==> config.mk <==
export PLATFORM = sky130hd
export DESIGN_NAME = simd_imm1r_decoder
export DESIGN_NICKNAME = d
export VERILOG_FILES = /design/src/rtl/simd_imm1r_pkg.sv /design/src/rtl/simd_imm1r_fields.sv /design/src/rtl/simd_imm1r_classify.sv /design/src/rtl/simd_imm1r_size.sv /design/src/rtl/simd_imm1r_decoder.sv
export SDC_FILE = /design/constraint.sdc
export NUM_CORES = 1
export LEC_CHECK = 0
export BUFFER_PORTS_ARGS = -buffer_cell sky130_fd_sc_hd__buf_2
export CAP_MARGIN = 20
export CORE_MARGIN = 1
export CORE_UTILIZATION = 43
export DETAILED_ROUTE_END_ITERATION = 16
export PLACE_DENSITY = 0.93
export RECOVER_POWER = 25
export SYNTH_ARGS = -nofsm -noshare
export SYNTH_HDL_FRONTEND = slang
export SYNTH_SLANG_ARGS = --single-unit
==> constraint.sdc <==
create_clock -name clk -period 4.3 [get_ports clk]
set_input_delay 0.43 -clock clk [delete_from_list [all_inputs] [get_ports clk]]
set_output_delay 0.43 -clock clk [all_outputs]
set_load 0.05 [all_outputs]
==> src/rtl/simd_imm1r_pkg.sv <==
package simd_imm1r_pkg;
    localparam int INSN_W  = 32;
    localparam int IMM_W   = 8;
    localparam int REG_W   = 5;
    localparam int CMODE_W = 4;
    localparam int BYTES_W = 5;

    typedef enum logic [1:0] {
        CLS_OR   = 2'b00,
        CLS_ANDN = 2'b01,
        CLS_MOVE = 2'b10,
        CLS_RSVD = 2'b11
    } op_class_e;

    typedef struct packed {
        logic                valid;
        logic                match;
        logic                undef;
        op_class_e           op_class;
        logic [REG_W-1:0]    vd;
        logic [IMM_W-1:0]    imm;
        logic [CMODE_W-1:0]  cmode;
        logic                op;
        logic                quad;
        logic [BYTES_W-1:0]  bytes;
    } dec_t;
endpackage

==> src/rtl/simd_imm1r_fields.sv <==
module simd_imm1r_fields
    import simd_imm1r_pkg::*;
(
    input  logic [INSN_W-1:0]  insn_i,
    output logic               hit_o,
    output logic [REG_W-1:0]   vd_o,
    output logic [IMM_W-1:0]   imm_o,
    output logic [CMODE_W-1:0] cmode_o,
    output logic               op_o,
    output logic               quad_o
);
    localparam logic [INSN_W-1:0] FIXED_MASK = 32'hFEB8_0090;
    localparam logic [INSN_W-1:0] FIXED_BITS = 32'hF280_0010;

    always_comb begin
        hit_o   = ((insn_i & FIXED_MASK) == FIXED_BITS);
        imm_o   = {insn_i[24], insn_i[18:16], insn_i[3:0]};
        vd_o    = {insn_i[22], insn_i[15:12]};
        cmode_o = insn_i[11:8];
        op_o    = insn_i[5];
        quad_o  = insn_i[6];
    end
endmodule

==> src/rtl/simd_imm1r_classify.sv <==
module simd_imm1r_classify
    import simd_imm1r_pkg::*;
(
    input  logic [CMODE_W-1:0] cmode_i,
    input  logic               op_i,
    input  logic               quad_i,
    input  logic [REG_W-1:0]   vd_i,
    input  logic               upper_regs_i,
    output op_class_e          op_class_o,
    output logic               undef_o
);
    localparam logic [CMODE_W-1:0] MOD_LIMIT = 4'd12;
    localparam logic [CMODE_W-1:0] FP_CMODE  = 4'd15;

    logic logic_form;
    logic unalloc;
    logic bad_align;
    logic bad_bank;

    always_comb begin
        logic_form = cmode_i[0] && (cmode_i < MOD_LIMIT);
        unalloc    = (cmode_i == FP_CMODE) && op_i;
        if (logic_form) begin
            op_class_o = op_i ? CLS_ANDN : CLS_OR;
        end else if (unalloc) begin
            op_class_o = CLS_RSVD;
        end else begin
            op_class_o = CLS_MOVE;
        end
        bad_align = quad_i && vd_i[0];
        bad_bank  = !upper_regs_i && vd_i[REG_W-1];
        undef_o   = unalloc || bad_align || bad_bank;
    end
endmodule

==> src/rtl/simd_imm1r_size.sv <==
module simd_imm1r_size
    import simd_imm1r_pkg::*;
#(
    parameter int D_BYTES = 8
) (
    input  logic               quad_i,
    output logic [BYTES_W-1:0] bytes_o
);
    localparam int Q_BYTES = 2 * D_BYTES;

    always_comb begin
        bytes_o = quad_i ? BYTES_W'(Q_BYTES) : BYTES_W'(D_BYTES);
    end
endmodule

==> src/rtl/simd_imm1r_decoder.sv <==
module simd_imm1r_decoder
    import simd_imm1r_pkg::*;
#(
    parameter int D_BYTES = 8
) (
    input  logic               clk,
    input  logic               rst_n,
    input  logic               insn_valid_i,
    input  logic [31:0]        insn_i,
    input  logic               upper_regs_i,
    output logic               dec_valid_o,
    output logic               match_o,
    output logic               undef_o,
    output logic [1:0]         op_class_o,
    output logic [4:0]         vd_o,
    output logic [7:0]         imm_o,
    output logic [3:0]         cmode_o,
    output logic               op_o,
    output logic               quad_o,
    output logic [4:0]         vec_bytes_o
);
    logic               hit;
    logic [REG_W-1:0]   f_vd;
    logic [IMM_W-1:0]   f_imm;
    logic [CMODE_W-1:0] f_cmode;
    logic               f_op;
    logic               f_quad;
    op_class_e          c_class;
    logic               c_undef;
    logic [BYTES_W-1:0] s_bytes;

    dec_t dec_d;
    dec_t dec_q;

    simd_imm1r_fields u_fields (
        .insn_i  (insn_i),
        .hit_o   (hit),
        .vd_o    (f_vd),
        .imm_o   (f_imm),
        .cmode_o (f_cmode),
        .op_o    (f_op),
        .quad_o  (f_quad)
    );

    simd_imm1r_classify u_classify (
        .cmode_i      (f_cmode),
        .op_i         (f_op),
        .quad_i       (f_quad),
        .vd_i         (f_vd),
        .upper_regs_i (upper_regs_i),
        .op_class_o   (c_class),
        .undef_o      (c_undef)
    );

    simd_imm1r_size #(.D_BYTES(D_BYTES)) u_size (
        .quad_i  (f_quad),
        .bytes_o (s_bytes)
    );

    always_comb begin
        dec_d       = dec_q;
        dec_d.valid = insn_valid_i;
        if (insn_valid_i) begin
            if (hit) begin
                dec_d.match    = 1'b1;
                dec_d.undef    = c_undef;
                dec_d.op_class = c_class;
                dec_d.vd       = f_vd;
                dec_d.imm      = f_imm;
                dec_d.cmode    = f_cmode;
                dec_d.op       = f_op;
                dec_d.quad     = f_quad;
                dec_d.bytes    = s_bytes;
            end else begin
                dec_d          = '0;
                dec_d.valid    = 1'b1;
                dec_d.op_class = CLS_RSVD;
            end
        end
    end

    always_ff @(posedge clk) begin
        if (!rst_n) begin
            dec_q <= '0;
        end else begin
            dec_q <= dec_d;
        end
    end

    assign dec_valid_o = dec_q.valid;
    assign match_o     = dec_q.match;
    assign undef_o     = dec_q.undef;
    assign op_class_o  = dec_q.op_class;
    assign vd_o        = dec_q.vd;
    assign imm_o       = dec_q.imm;
    assign cmode_o     = dec_q.cmode;
    assign op_o        = dec_q.op;
    assign quad_o      = dec_q.quad;
    assign vec_bytes_o = dec_q.bytes;
endmodule

* After elaboration in Yosys (flattened, before gate mapping)
Cells that the tools add are included.
** Storage, ports and cells
- Word-level logic and storage cells :: 26
- Input bits :: 36
- Flip-flop bits (word level) :: 29
- Output and inout port bits :: 29
** Operators by class
- Mux-type cells :: 6
- Reductions and logical operators :: 7
- Equal/unequal tests :: 2
- $lt $le $gt $ge :: 1
** Operator list (count)
- 29-bit 2-to-1 mux :: 1
- 28-bit 2-to-1 mux :: 1
- 13-bit == test, second input constant :: 1
- 5-bit 2-to-1 mux :: 1
- 4-bit == test, second input constant :: 1
- 1-bit logical AND :: 4
- 4-bit < comparator, second input constant :: 1
- 1-bit logical OR :: 2
- 1-bit 2-to-1 mux :: 2
- 2-bit 2-to-1 mux :: 1
- 1-bit logical NOT :: 1

* Depth between registers and ports, before layout
- Word-level depth :: 6
- Gate-level depth with buffers :: 4
- Gate-level depth less buffers :: 3

* By module
A second synthesis with hierarchy kept.
** Second synthesis, totals
- Cell total of the unflattened synthesis :: 157
- Area, all modules :: 1470.2 µm²
** By module, submodules not included
- simd_imm1r_decoder :: cells an instance 121, sequential area each 580.6 µm², area an instance 1198.6 µm², instances 1
- simd_imm1r_fields :: cells an instance 24, sequential area each 0.0 µm², area an instance 191.4 µm², instances 1
- simd_imm1r_classify :: cells an instance 6, sequential area each 0.0 µm², area an instance 42.5 µm², instances 1
- simd_imm1r_size :: cells an instance 6, sequential area each 0.0 µm², area an instance 37.5 µm², instances 1

* Worst setup path before layout
OpenSTA, ideal clock, no wires.
- Path type :: input-to-reg
- Start point :: in insn_i[19]
- End point :: reg dec_q (netlist bit vec_bytes_o[4])
- Data arrival time :: 1.690 ns
- Buffers on the path :: 1
- Library setup time :: 0.061 ns
- Slack :: 2.549 ns
- Required time :: 4.239 ns
- Cell stages on the path :: 4
- Path through :: or4b_4 -> nor4_4 -> buf_6 -> a32o_2
** Between the ends
- Cells in the longest elaborated chain, start to end :: 2
** RTL lines
- from (decl) :: RTL line simd_imm1r_decoder.sv:9 : input logic [31:0] insn_i,
- 13-bit == test :: RTL line simd_imm1r_fields.sv:16 : hit_o = ((insn_i & FIXED_MASK) == FIXED_BITS);
- 28-bit 2-to-1 mux :: RTL line simd_imm1r_decoder.sv:64 : if (hit) begin
- to (signal assigned) :: RTL line simd_imm1r_decoder.sv:84 : dec_q <= '0;
- to (signal assigned) :: RTL line simd_imm1r_decoder.sv:86 : dec_q <= dec_d;
- to (decl) :: RTL line simd_imm1r_decoder.sv:33 : dec_t dec_q;
No other way between the ends.
A chain may end at the register's enable or synchronous reset.

* Final worst setup path
- Start point :: in insn_i[19]
- End point :: reg dec_q (netlist bit undef_o)
The elaborated chain is that of the path after synthesis.

==> reports/metrics.yaml <==
status: "finished, final reports clean"
yosysTopAreaCell: "dfxtp_1"
grt_usage: 0.192
synth_warnings: 0
hold_viol: 0
num_vias: 874
drive_above_1_share: 0.540
wire_per_inst_um: 13.4
p_clk_frac: 0.265
synth_top_area_share: 0.522
worstSetupStartpoint: "insn_i[19]"
cp.arrival_ns: 2.11
grt_pass1_vias: 832
die_h_um: 49.2
place_inst: 159
grt_max_degree: 27
dr.first_iter.drc_count: 10
finalPower_w: 0.000380
cts_tree: "done"
grt_antenna_before_repair: 0
critPathLaunchType: "input port"
h-tree-depth: 1
fin_tns_setup_ns: 0
netlist_top_cells_count: "25 x dfxtp_1, 17 x a32o_2, 5 x clkbuf_1, 4 x buf_4"
yosysMostFrequentCell: "dfxtp_1"
p_leak_nw: 0.679
synthTopCellsByArea: "dfxtp_1 52%, a32o_2 20%, a32o_1 3.1%"
ys.flop_type: "dfxtp_1"
path_max_fanout: 14
multi_input_area_sq_um: 387
relSlewSlack: 0.321
synth-edff-count: 0
cap_violations: 0
layout.cells.non_filler: 164
grt.overflow.total: 0
area_growth_pct: 32.0
dpl.hpwl_um: 1620
worstMarginPinSlew_ns: 1.02
fin_crit_ns: 1.86
p_per_area_nw_per_um2: 301
avgSynthCellArea_sq_um: 12.1
synthDistinctLibCells: 25
rsz0062_at_grt: "false"
core_area_sq_um: 2020
drt_pass1_iterations: 2
clock_path_buffers: 2
clock_sinks: 25
fin_worst_skew_ns: 0
place.gp.congestion: 0.721
seqPwrFrac: 0.615
numCtsBuffers: 3
r2r-end: "undef_o"
reg2reg_depth: 3
antenna_cells: 0
rows: 16
syn-cell-area_sq_um: 958
maxSlewViolCount: 0
rrSetupSlack_ns: 3.24
start_util: 0.474
setup_violations: 0
cts_hold_buf: 0
synth-seq-area-share: 0.522
dieArea_sq_um: 2420
swShare: 0.252
drcViolationCount: 0
ant_nets: 0
via_per_inst: 5.33
internal-power_w: 0.000285
cts-root-buf: "clkbuf_4"
layout.nets: 174
numPortBuffers: 61
synth_cells: 79
fillers: 185
cts_resized: 0
path_clk_slew_ns: 0.13
min_path_type: "in2reg"
combPwrFrac: 0.119
ir_drop_uv: 215
fin_crit_sh: 0.431
p_sw_w: 0.0000958
critPathCapture: "undef_o"
worstPathRequired_ns: 4.56
async_flop_share: 0
insertion_delay_ns: 0.31
boundaryPins: 65
cts_setup_buffers: 0
die_w_um: 49.2
register_area_sq_um: 500
grt_pass1_wl_um: 3530
max_freq_mhz: 539
reg2reg_from: "undef_o"
end_kind: "register"
crit_type: "in2reg"
wirelength_um: 2200
ys_seq_elements: 25
==> worst max-delay path, stage by stage <==
cell and delay [ns]:
buf_2 0.09, or4b_4 0.54, nor4_4 0.61, buf_6 0.24
o221a_1 0.19
==> area by class of cell <==
| class | count | share of cell area |
|---|---|---|
| sequential | 25 | 0.396 |
| clock buffer | 3 | 0.0178 |
| multi-input combinational | 43 | 0.306 |
| inverter | 2 | 0.00593 |
| tap | 27 | 0.0267 |
| clock inverter | 1 | 0.00396 |
| timing repair buffer | 63 | 0.244 |
==> layout by cell type, fill, tap and decap left out, types with 2 or more instances in the layout <==
cell / instances
a32o_1: 3
a32o_2: 17
buf_2: 49
clkbuf_1: 12
clkbuf_4: 3
conb_1: 3
dfxtp_1: 25
inv_1: 2
nand2_1: 2
nor2b_1: 3
==> power by group through the flow <==
| stage | logic (W) | clock network, W | registers, W |
|---|---|---|---|
| 6_report | 0.0000454 | 0.000101 | 0.000234 |
| 5_1_grt | 0.0000487 | 0.000116 | 0.000234 |
| 4_1_cts | 0.0000462 | 0.000104 | 0.000234 |
| 3_5_place_dp | 0.0000460 | 0 | 0.000239 |
| 3_3_place_gp | 0.0000449 | 0 | 0.000239 |
| 2_1_floorplan | 0.0000196 | 0 | 0.000246 |
==> state kept, by name, summed over array words and instances (netlist names) <==
| register | cells |
|---|---|
| vd_o | 5 |
| vec_bytes_o | 2 |
| dec_valid_o | 1 |
| cmode_o | 4 |
| undef_o | 1 |
| op_o | 1 |
| match_o | 1 |
| op_class_o | 2 |
| imm_o | 8 |
==> cell families (layout without fill, tap and decap cells) <==
| group | count (synthesis) | count (layout) | share of synthesized area |
|---|---|---|---|
| buffers and inverters | 13 | 69 | 0.0823 |
| AOI/OAI and AO/OA | 28 | 28 | 0.291 |
| DFF | 25 | 25 | 0.522 |
| other | 1 | 3 | 0.00391 |
| and+or+nand+nor | 12 | 12 | 0.101 |
==> through the flow <==
| stage | worst slack (ns) | area [sq um] | util | hold WS (ns) |
|---|---|---|---|---|
| 2_1_floorplan | 2.55 | 966 | - | 0.531 |
| 3_3_place_gp | 1.93 | 1240 | 0.614 | 0.444 |
| 3_5_place_dp | 1.89 | 1240 | 0.614 | 0.451 |
| 4_1_cts | 2.20 | 1270 | 0.627 | 0.337 |
| 5_1_grt | 2.37 | 1260 | 0.626 | 0.333 |
| 6_report | 2.44 | 1260 | 0.626 | 0.345 |
==> layer usage <==
layer  routed length, um  track usage  vias to the layer above
li1                    -            -                      424
met1                 896        0.208                      399
met2                1090        0.347                       49
met3                 196       0.0436                        2
met4                  14       0.0882                        0
met5                   0            0                        -
==> worst min path at each step <==
stage                         end  cells past startpoint        from  slack (ns)
floorplan           op_class_o[1]                      1   insn_i[8]        0.53
global placement          vd_o[0]                      1     vd_o[0]        0.44
detailed placement       imm_o[6]                      1    imm_o[6]        0.45
CTS                 op_class_o[1]                      2   insn_i[8]        0.34
global route              vd_o[1]                      2  insn_i[13]        0.33
finish                   imm_o[6]                      2  insn_i[18]        0.35
(Power assumes the default switching activity.)
